File: src/rtl/sw_ctrl_pkg.sv
// Package: shared sizing for the serial switch controller.
// Assumes one enable bit per switch and one register stage per switch.
package sw_ctrl_pkg;
    localparam int unsigned SW_COUNT = 8;
    typedef logic [SW_COUNT-1:0] sw_vec_t;
endpackage

File: src/rtl/sw_shifter.sv
// Module: serial-in shift register of N_STAGES stages.
// Stage 0 takes serial data, stages move upward on each qualified edge.
// Exposes both the stored value and the value that the next edge will store,
// so that a downstream holding bank can follow without a cycle of lag.
// Assumes a synchronous active-low reset.
module sw_shifter #(
    parameter int unsigned N_STAGES = 8
) (
    input  logic                clk,
    input  logic                rst_n,
    input  logic                sdi,
    input  logic                shift_en,
    output logic [N_STAGES-1:0] stage_q,
    output logic [N_STAGES-1:0] stage_nxt
);
    localparam int unsigned TOP = N_STAGES - 1;

    // Next-state value: shift by one place when qualified, otherwise keep.
    always_comb begin
        if (shift_en)
            stage_nxt = {stage_q[TOP-1:0], sdi};
        else
            stage_nxt = stage_q;
    end

    // State register with synchronous reset to all zeros.
    always_ff @(posedge clk) begin
        if (!rst_n)
            stage_q <= '0;
        else
            stage_q <= stage_nxt;
    end

    assert_shift_step_R2: assert property (@(posedge clk) disable iff (!rst_n)
        shift_en |=> stage_q == {$past(stage_q[TOP-1:0]), $past(sdi)});

    assert_shift_idle_R3: assert property (@(posedge clk) disable iff (!rst_n)
        !shift_en |=> $stable(stage_q));
endmodule

File: src/rtl/sw_hold_bank.sv
// Module: holding stage bank between register and switch enables.
// While hold is low the bank is transparent and shows the register; the
// internal copy tracks the register's next value so that a rise of hold
// between edges shows the same pattern that was visible just before.
// Assumes a synchronous active-low reset.
module sw_hold_bank #(
    parameter int unsigned N_STAGES = 8
) (
    input  logic                clk,
    input  logic                rst_n,
    input  logic                hold,
    input  logic [N_STAGES-1:0] stage_q,
    input  logic [N_STAGES-1:0] stage_nxt,
    output logic [N_STAGES-1:0] bank_out
);
    logic [N_STAGES-1:0] frozen_q;

    // Copy register: follows the register while transparent, else keeps.
    always_ff @(posedge clk) begin
        if (!rst_n)
            frozen_q <= '0;
        else if (!hold)
            frozen_q <= stage_nxt;
    end

    // Output select: per-stage choice between live and frozen data.
    for (genvar k = 0; k < N_STAGES; k++) begin : g_sel
        assign bank_out[k] = hold ? frozen_q[k] : stage_q[k];
    end

    assert_hold_frozen_R5: assert property (@(posedge clk) disable iff (!rst_n)
        hold |=> $stable(frozen_q));
endmodule

File: src/rtl/sw_ctrl_top.sv
// Module: top of the serial-loaded latched switch controller.
// Chains shift register, holding bank and an overriding clear gate.
// Clear is applied combinationally at the outputs and touches no storage.
// Assumes a free-running clk and a synchronous active-low reset.
module sw_ctrl_top
    import sw_ctrl_pkg::*;
(
    input  logic                clk,
    input  logic                rst_n,
    input  logic                sdi,
    input  logic                shift_en,
    input  logic                latch_en,
    input  logic                clr,
    output logic [SW_COUNT-1:0] sw_en,
    output logic                sdo
);
    sw_vec_t stage_q;
    sw_vec_t stage_nxt;
    sw_vec_t bank_out;

    sw_shifter #(.N_STAGES(SW_COUNT)) u_shift (
        .clk       (clk),
        .rst_n     (rst_n),
        .sdi       (sdi),
        .shift_en  (shift_en),
        .stage_q   (stage_q),
        .stage_nxt (stage_nxt)
    );

    sw_hold_bank #(.N_STAGES(SW_COUNT)) u_bank (
        .clk       (clk),
        .rst_n     (rst_n),
        .hold      (latch_en),
        .stage_q   (stage_q),
        .stage_nxt (stage_nxt),
        .bank_out  (bank_out)
    );

    // Clear gate: overrides every enable while clr is high.
    always_comb begin
        sw_en = clr ? '0 : bank_out;
    end

    // Chain output: last register stage.
    assign sdo = stage_q[SW_COUNT-1];

    assert_clear_off_R7: assert property (@(posedge clk) disable iff (!rst_n)
        clr |-> sw_en == '0);

    assert_transparent_R4: assert property (@(posedge clk) disable iff (!rst_n)
        (!latch_en && !clr) |-> sw_en == stage_q);

    assert_chain_out_R8: assert property (@(posedge clk) disable iff (!rst_n)
        shift_en |=> sdo == $past(stage_q[SW_COUNT-2]));
endmodule

File: config.mk
export PLATFORM = sky130hd
export DESIGN_NAME = sw_ctrl_top
export DESIGN_NICKNAME = d
export VERILOG_FILES = /design/src/rtl/sw_ctrl_pkg.sv /design/src/rtl/sw_shifter.sv /design/src/rtl/sw_hold_bank.sv /design/src/rtl/sw_ctrl_top.sv
export SDC_FILE = /design/constraint.sdc
export NUM_CORES = 1
export LEC_CHECK = 0
export BUFFER_PORTS_ARGS = -buffer_cell sky130_fd_sc_hd__buf_2
export CAP_MARGIN = 30
export CORE_ASPECT_RATIO = 1.1
export CORE_MARGIN = 1.5
export CORE_UTILIZATION = 40
export CTS_BUF_LIST = sky130_fd_sc_hd__clkbuf_16
export CTS_CLUSTER_SIZE = 12
export DETAILED_ROUTE_END_ITERATION = 7
export PLACE_DENSITY = 0.72
export SETUP_SLACK_MARGIN = 0.4
export SLEW_MARGIN = 15
export SYNTH_ARGS = -nofsm -noshare
export SYNTH_HDL_FRONTEND = slang
export SYNTH_SLANG_ARGS = --single-unit
File: constraint.sdc
create_clock -name clk -period 2.7 [get_ports clk]
set_input_delay 0.405 -clock clk [delete_from_list [all_inputs] [get_ports clk]]
set_output_delay 0.405 -clock clk [all_outputs]
set_load 0.005 [all_outputs]
## After elaboration in Yosys (flattened, before gate mapping)

Index checks and enable logic that the tools add are counted.

| cells by class | value |
|---|---|
| multiplexer cells | 10 |

Operators by type and width:

| cell | number |
|---|---|
| 8-bit 2-to-1 mux | 2 |
| 1-bit 2-to-1 mux | 8 |

| storage, ports and cells | value |
|---|---|
| flip-flop bits (word level) | 16 |
| input bits | 6 |

## Logic depth before layout (Yosys ltp)

Gate-level depths: netlist (run 1).

| depth | value |
|---|---|
| word-level depth | 2 |
| mapped depth | 4 |
| mapped depth without buffers | 2 |

## Cells and area by module

Synthesis (run 1) repeated with hierarchy kept, for this count alone.

| unflattened totals | value |
|---|---|
| cells, all modules | 83 |
| area total of the unflattened synthesis | 783.3 µm² |

By module, submodules not included:

| module | cells an instance | instances | area each (µm²) |
|---|---|---|---|
| sw_hold_bank | 50 | 1 | 389.1 |
| sw_shifter | 25 | 1 | 344.1 |
| sw_ctrl_top | 8 | 1 | 50.0 |

## Worst setup path before layout (run 1)

No wires, ideal clock.

| timing path | value |
|---|---|
| path kind | input to output |
| start point | input latch_en |
| end point | output sw_en[1] |
| cell stages on the path | 4 |
| slack | 1.378 ns |
| data arrival time | 0.917 ns |
| buffers on the path | 2 |
| required time | 2.295 ns |
| path through | buf_4 buf_6 mux2i_1 nor2_1 |

| between the ends | value |
|---|---|
| cells in the longest elaborated chain, start to end | 2 |

RTL lines:

| item | line | source |
|---|---|---|
| from (decl) | sw_ctrl_top.sv:12 | `input logic latch_en,` |
| 1-bit 2-to-1 mux | sw_hold_bank.sv:28 | `assign bank_out[k] = hold ? frozen_q[k] : stage_q[k];` |
| 8-bit 2-to-1 mux | sw_ctrl_top.sv:41 | `sw_en = clr ? '0 : bank_out;` |
| to (decl) | sw_ctrl_top.sv:14 | `output logic [SW_COUNT-1:0] sw_en,` |

Every way passes these cells.

## Worst setup path in the final report (run 1)

| timing path | value |
|---|---|
| start point | input latch_en |
| end point | output sw_en[3] |

The elaborated chain is that of the path after synthesis.

==> flow_summary.json, run 1 <==
{
  "synth.net_count": 76,
  "yosysTopAreaCell": "sky130_fd_sc_hd__dfxtp_1",
  "critPathRequiredTime_ns": 2.30,
  "setup_repair_after_global_routing_missed_its_margin": "false",
  "synth.lib_cells_used.distinct": 13,
  "ff2ff_setup_slack_ns": 1.80,
  "leftover_overflow_at_the_end_of_global_routing": 0,
  "maxCapViolations": 0,
  "synth-seq-cells": 16,
  "critical_path_fanout_max": 21,
  "synthesized_area_divided_by_synthesized_cell_count_um2": 10.5,
  "worst_slew_margin_rel_pct": 71.8,
  "cts_num_sinks": 16,
  "via_count_of_the_first_global_routing_pass": 455,
  "max_clock_freq_mhz": 626,
  "period_share_pct": 59.1,
  "post-dp-hpwl_um": 858,
  "syn-instance-count": 70,
  "cts.repair.resized": 0,
  "final.setup_skew_ns": 0.000687,
  "vdd.ir_drop.worst_mv": 0.305,
  "totalWireLength_um": 1260,
  "insertedDiodeCount": 0,
  "synthToLayoutAreaGrowth_pct": 18.7,
  "criticalPathCategory": "input port to output pin",
  "finalWeightedCongestion": 0.698,
  "clock_insertion_delay_at_the_later_pin_of_the_skew_report_ns": 0.24,
  "timing.reg2reg.worst_path_depth": 2,
  "mappedNetlistArea_um2": 737,
  "finalWorstSetupSlack_ns": 1.10,
  "yosys_warning_count": 0,
  "std_cell_rows": 16,
  "cts_hold_repair.buffers": 0,
  "post_cts_buffers": 0,
  "chip_height_um": 48.0,
  "first_pass_iters": 4,
  "dr_total_vias": 525,
  "antenna_violations_before_repair": 0,
  "avgViaCountPerCell": 5.15,
  "synth_top_cells_by_area": "sky130_fd_sc_hd__dfxtp_1 43%, sky130_fd_sc_hd__mux2i_1 16%, sky130_fd_sc_hd__mux2_4 8.1%, sky130_fd_sc_hd__nor2_1 6.1%, sky130_fd_sc_hd__o211a_1 5.4%",
  "core_um2": 1760,
  "cp-end-kind": "output pin",
  "first_iter_violations": 3,
  "grt_pass1_wl_um": 1950,
  "wl_per_instance_um": 12.3,
  "outcome": "finished clean",
  "final_number_of_hold_violating_endpoints": 0,
  "fin_cells": 102,
  "r2r_start": "u_shift.stage_q[3]$_SDFF_PN0_",
  "initial_standard_cell_utilization_of_the_core_pct": 41.8,
  "setup_viol_count_final": 0,
  "tritoncts": "built",
  "detail-route-antenna-nets": 0,
  "standby_leakage_power_uw": 0.000457,
  "min_path_type": "input port to flop",
  "drc_errors": 0,
  "setup_total_negative_slack_ns": 0,
  "critical_path.startpoint_type": "input port",
  "width_of_the_die_um": 43.9,
  "numCtsBuffers": 3,
  "worst-endpoint-arrival_ns": 1.19,
  "layout_min_cycle_time_ns": 1.60,
  "worst_setup_hold_path_clk_slew_ns": 0.05,
  "ctsLongestPathBuffers": 2,
  "report.final.slew_viol_count": 0,
  "dp_cells": 98,
  "count_of_boundary_i_o_pins": 15,
  "clock-root-buffer": "sky130_fd_sc_hd__clkbuf_16",
  "grt_start_max_net_pins": 22,
  "final_nets": 91,
  "cts-htree-levels": 1,
  "fill_cell_count": 178,
  "port_buffers": 14,
  "p_per_area_nw_per_um2": 663,
  "grt_util_all_layers_pct": 13.1,
  "post-synth-top-area-fraction_pct": 43.5,
  "dieArea_um2": 2110,
  "mostFrequentLayoutCell": "sky130_fd_sc_hd__dfxtp_1",
  "synth_sequential_area_ratio_pct": 43.5,
  "final_cell_mix": "16 x sky130_fd_sc_hd__dfxtp_1, 14 x sky130_fd_sc_hd__buf_2, 12 x sky130_fd_sc_hd__mux2i_1, 12 x sky130_fd_sc_hd__nor2_1",
  "crit_path_start": "latch_en",
  "timing_worst_slew_pin_value_ns": 0.422,
  "pre_cts_slack_ns": 1.11,
  "r2r_end": "u_bank.frozen_q[3]$_SDFFE_PN0N_",
  "drive_gt1_share_pct": 29.8,
  "timing.critical_path.to": "sw_en[3]"
}
through the flow:
step / hold WS, ns / total power, µW / utilization, % / area [µm²]
2_1_floorplan: 0.486 / 290 / - / 737
3_3_place_gp: 0.501 / 299 / 45.2 / 796
3_5_place_dp: 0.512 / 300 / 45.2 / 796
4_1_cts: 0.478 / 588 / 49.6 / 875
5_1_grt: 0.490 / 601 / 49.6 / 875
6_report: 0.477 / 580 / 49.6 / 875
cell type report:
cell class	count	area, µm²	area share [%]
sequential	16	320	36.6
clock inverter	1	3.75	0.429
inverter	2	7.51	0.858
multi-input combinational	48	375	42.9
timing repair buffer	14	70.1	8.01
clock buffer	3	75.1	8.58
tap	18	22.5	2.58
critical path, stage by stage:
cell and delay [ns]:
sky130_fd_sc_hd__buf_2 0.35, sky130_fd_sc_hd__mux2i_1 0.25, sky130_fd_sc_hd__nor2_1 0.05, sky130_fd_sc_hd__buf_2 0.12
synthesized netlist by cell type:
library cell	count
sky130_fd_sc_hd__nand2b_1	4
sky130_fd_sc_hd__and2_2	4
sky130_fd_sc_hd__buf_4	1
sky130_fd_sc_hd__nor2b_1	4
sky130_fd_sc_hd__nor2_1	12
sky130_fd_sc_hd__mux2i_1	12
sky130_fd_sc_hd__o211a_1	4
sky130_fd_sc_hd__inv_1	2
sky130_fd_sc_hd__mux2_4	4
sky130_fd_sc_hd__a211oi_1	4
sky130_fd_sc_hd__dfxtp_1	16
sky130_fd_sc_hd__buf_1	1
sky130_fd_sc_hd__buf_6	2
sequential cells by signal, indices dropped and copies added, names as in the netlist:
name,count
u_bank.frozen_q,8
u_shift.stage_q,8
metal layers:
metal  wire, µm  vias up  track usage [%]
li1           -      267                -
met1        568      242             16.4
met2        600       11             19.7
met3         52        5             3.40
met4         35        0             9.09
met5          0        -                0
worst min-delay path by stage:
stage	start	endpoint	slack, ns	cells after the start
finish	rst_n	u_bank.frozen_q[1]$_SDFFE_PN0N_	0.48	2
global route	rst_n	u_bank.frozen_q[0]$_SDFFE_PN0N_	0.49	2
floorplan	u_bank.frozen_q[4]$_SDFFE_PN0N_	u_bank.frozen_q[4]$_SDFFE_PN0N_	0.49	2
detailed placement	u_bank.frozen_q[4]$_SDFFE_PN0N_	u_bank.frozen_q[4]$_SDFFE_PN0N_	0.51	2
CTS	rst_n	u_bank.frozen_q[3]$_SDFFE_PN0N_	0.48	2
global placement	u_bank.frozen_q[6]$_SDFFE_PN0N_	u_bank.frozen_q[6]$_SDFFE_PN0N_	0.50	2
logic make-up (layout without fill, tap and decap cells):
family | after synthesis | count (layout) | share of synthesized area (%)
AO/OA/AOI/OAI | 8 | 8 | 9.51
buffers and inverters | 6 | 20 | 5.60
AND/OR/NAND/NOR | 24 | 24 | 17.0
multiplexers | 16 | 16 | 24.4
flip-flops | 16 | 16 | 43.5
where the power goes:
part           internal, µW  total, µW  switching (µW)
clock network           196        285            88.7
logic                  23.0       45.8            22.7
registers               245        249            4.32
total                   464        580             116
No activity file was read; power rests on OpenSTA's default activity.
==> run 2, diff against run 1 <==
--- a/config.mk
+++ b/config.mk
@@ -13,7 +13,7 @@
 export CTS_BUF_LIST = sky130_fd_sc_hd__clkbuf_16
 export CTS_CLUSTER_SIZE = 12
 export DETAILED_ROUTE_END_ITERATION = 7
-export PLACE_DENSITY = 0.72
+export PLACE_DENSITY = 0.75
 export SETUP_SLACK_MARGIN = 0.4
 export SLEW_MARGIN = 15
 export SYNTH_ARGS = -nofsm -noshare
==> constraint.sdc (replaced) <==
create_clock -name clk -period 1.46 [get_ports clk]
set_input_delay 0.219 -clock clk [delete_from_list [all_inputs] [get_ports clk]]
set_output_delay 0.219 -clock clk [all_outputs]
set_load 0.005 [all_outputs]
==> run 2 against run 1 <==
  * Critical path depth shrank 1
  * First-iteration DRC count is the same
  * Power grew 88%
  * Cell count grew 6.9%
  * Die area is the same
  * Clock power grew 87%
  * Critical path type is now flop to output pin
  * Highest routed layer unchanged
==> flow_summary.json, run 2 (synthesized netlist as in run 1, its figures left out) <==
{
  "outcome": "finished clean",
  "core_um2": 1760,
  "reg_top3": "u_bank.frozen_q x8, u_shift.stage_q x8",
  "worst-endpoint-arrival_ns": 0.89,
  "utilization_pct": 53.9,
  "final.setup_skew_ns": 0.00131,
  "setup_viol_count_final": 0,
  "dr_total_vias": 552,
  "tritoncts": "built",
  "period_share_pct": 75.7,
  "detail-route-antenna-nets": 0,
  "max_clock_freq_mhz": 905,
  "top_usage_layer": "met2",
  "report.final.slew_viol_count": 0,
  "post-dp-hpwl_um": 860,
  "crit_path_start": "u_bank.frozen_q[6]$_SDFFE_PN0N_",
  "ctsLongestPathBuffers": 2,
  "global_route.usage.met3_pct": 3.77,
  "clock-root-buffer": "sky130_fd_sc_hd__clkbuf_16",
  "leftover_overflow_at_the_end_of_global_routing": 0,
  "list_of_cells_traversed_by_the_critical_path": "mux2i_1, nor2_1, buf_2",
  "dieArea_um2": 2110,
  "layout_min_cycle_time_ns": 1.11,
  "final_nets": 98,
  "maxCapViolations": 0,
  "fin_cells": 109,
  "r2r_start": "u_shift.stage_q[1]$_SDFF_PN0_",
  "chip_height_um": 48.0,
  "standby_leakage_power_uw": 0.000499,
  "antenna_violations_before_repair": 0,
  "grt_util_all_layers_pct": 15.2,
  "std_cell_rows": 16,
  "final_number_of_hold_violating_endpoints": 0,
  "initial_standard_cell_utilization_of_the_core_pct": 41.8,
  "port_buffers": 14,
  "width_of_the_die_um": 43.9,
  "p_per_area_nw_per_um2": 1150,
  "worst_setup_hold_path_clk_slew_ns": 0.05,
  "critical_path.startpoint_type": "flop",
  "hp-start": "rst_n",
  "numCtsBuffers": 3,
  "cts_num_sinks": 16,
  "dp_cells": 98,
  "drc_errors": 0,
  "grt_pass1_wl_um": 2190,
  "cts-htree-levels": 1,
  "first_iter_violations": 3,
  "count_of_boundary_i_o_pins": 15,
  "synthToLayoutAreaGrowth_pct": 28.9,
  "clock_insertion_delay_at_the_later_pin_of_the_skew_report_ns": 0.25,
  "wl_per_instance_um": 13.2,
  "criticalPathCategory": "flop to output pin",
  "fill_cell_count": 164,
  "min_path_type": "input port to flop",
  "cp_slowest_stage_delay_ns": 0.31,
  "met2_usage_pct": 26.5,
  "drive_gt1_share_pct": 49.5,
  "finalWeightedCongestion": 0.672,
  "final_cell_mix": "13 x sky130_fd_sc_hd__buf_2, 13 x sky130_fd_sc_hd__dfxtp_2, 12 x sky130_fd_sc_hd__mux2i_1, 12 x sky130_fd_sc_hd__nor2_1, 7 x sky130_fd_sc_hd__buf_4",
  "crit_path_top_delay_cell": "sky130_fd_sc_hd__dfxtp_1",
  "via_count_of_the_first_global_routing_pass": 534,
  "grt_use_met1_pct": 15.0,
  "pre_cts_slack_ns": 0.241,
  "timing.hold.ws_ns": 0.279,
  "vdd.ir_drop.worst_mv": 0.700,
  "grt_start_max_net_pins": 22,
  "totalWireLength_um": 1440,
  "setup_total_negative_slack_ns": 0,
  "setup_repair_after_global_routing_missed_its_margin": "true",
  "cp-end-kind": "output pin",
  "insertedDiodeCount": 0,
  "critPathRequiredTime_ns": 1.24,
  "finalWorstSetupSlack_ns": 0.355,
  "critical_path_fanout_max": 2,
  "timing_worst_slew_pin_value_ns": 0.261,
  "avgViaCountPerCell": 5.06,
  "worst_slew_margin_rel_pct": 82.6,
  "first_pass_iters": 3
}
## run 2: area by class of cell
cell class	count	area, µm²	share of cell area, %
inverters	2	7.51	0.791
clock buffers	3	75.1	7.91
well taps	18	22.5	2.37
multi-input cells	48	375	39.5
repair buffers	21	129	13.6
clock inverters	1	3.75	0.395
flip-flops and latches	16	337	35.4
## run 2: stage by stage
stage / cell area, µm² / power, µW
global route: 950 / 1120
CTS: 942 / 1100
finish: 950 / 1090
detailed placement: 796 / 555
floorplan: 737 / 537
global placement: 796 / 553
## run 2: repair_timing
| action | in CTS | in global routing |
|---|---|---|
| endpoints found under the setup margin | 8 | 8 |
| hold buffers | 0 | 0 |
| gates resized for setup | 11 | 4 |
| pin swaps | 4 | 2 |
| setup buffers | 7 | 0 |
## run 2: worst paths after layout
check,depth (start not counted),to,slack (ns)
setup reg to reg,3,u_shift.stage_q[1]$_SDFF_PN0_,0.43
setup / recovery,3,sw_en[6],0.35
hold / removal,2,u_bank.frozen_q[3]$_SDFFE_PN0N_,0.28
hold reg to reg,2,u_bank.frozen_q[4]$_SDFFE_PN0N_,0.52
## run 2: metal layers
metal / share of wire [%] / wire, µm
met5: 0 / 0
met4: 2.8 / 40
met3: 3.5 / 51
met2: 52 / 750
met1: 42 / 603
## run 2: report_power, final
group	switching, µW	internal (µW)
Clock	170	363
Sequential	7.30	455
Combinational	45.7	48.6
## run 2: critical path, delay by kind of cell (launching register included)
family                 cells  cell delay (ns)
flip-flops                 1             0.31
buffers and inverters      1             0.12
multiplexers               1             0.16
AND/OR/NAND/NOR            1             0.05
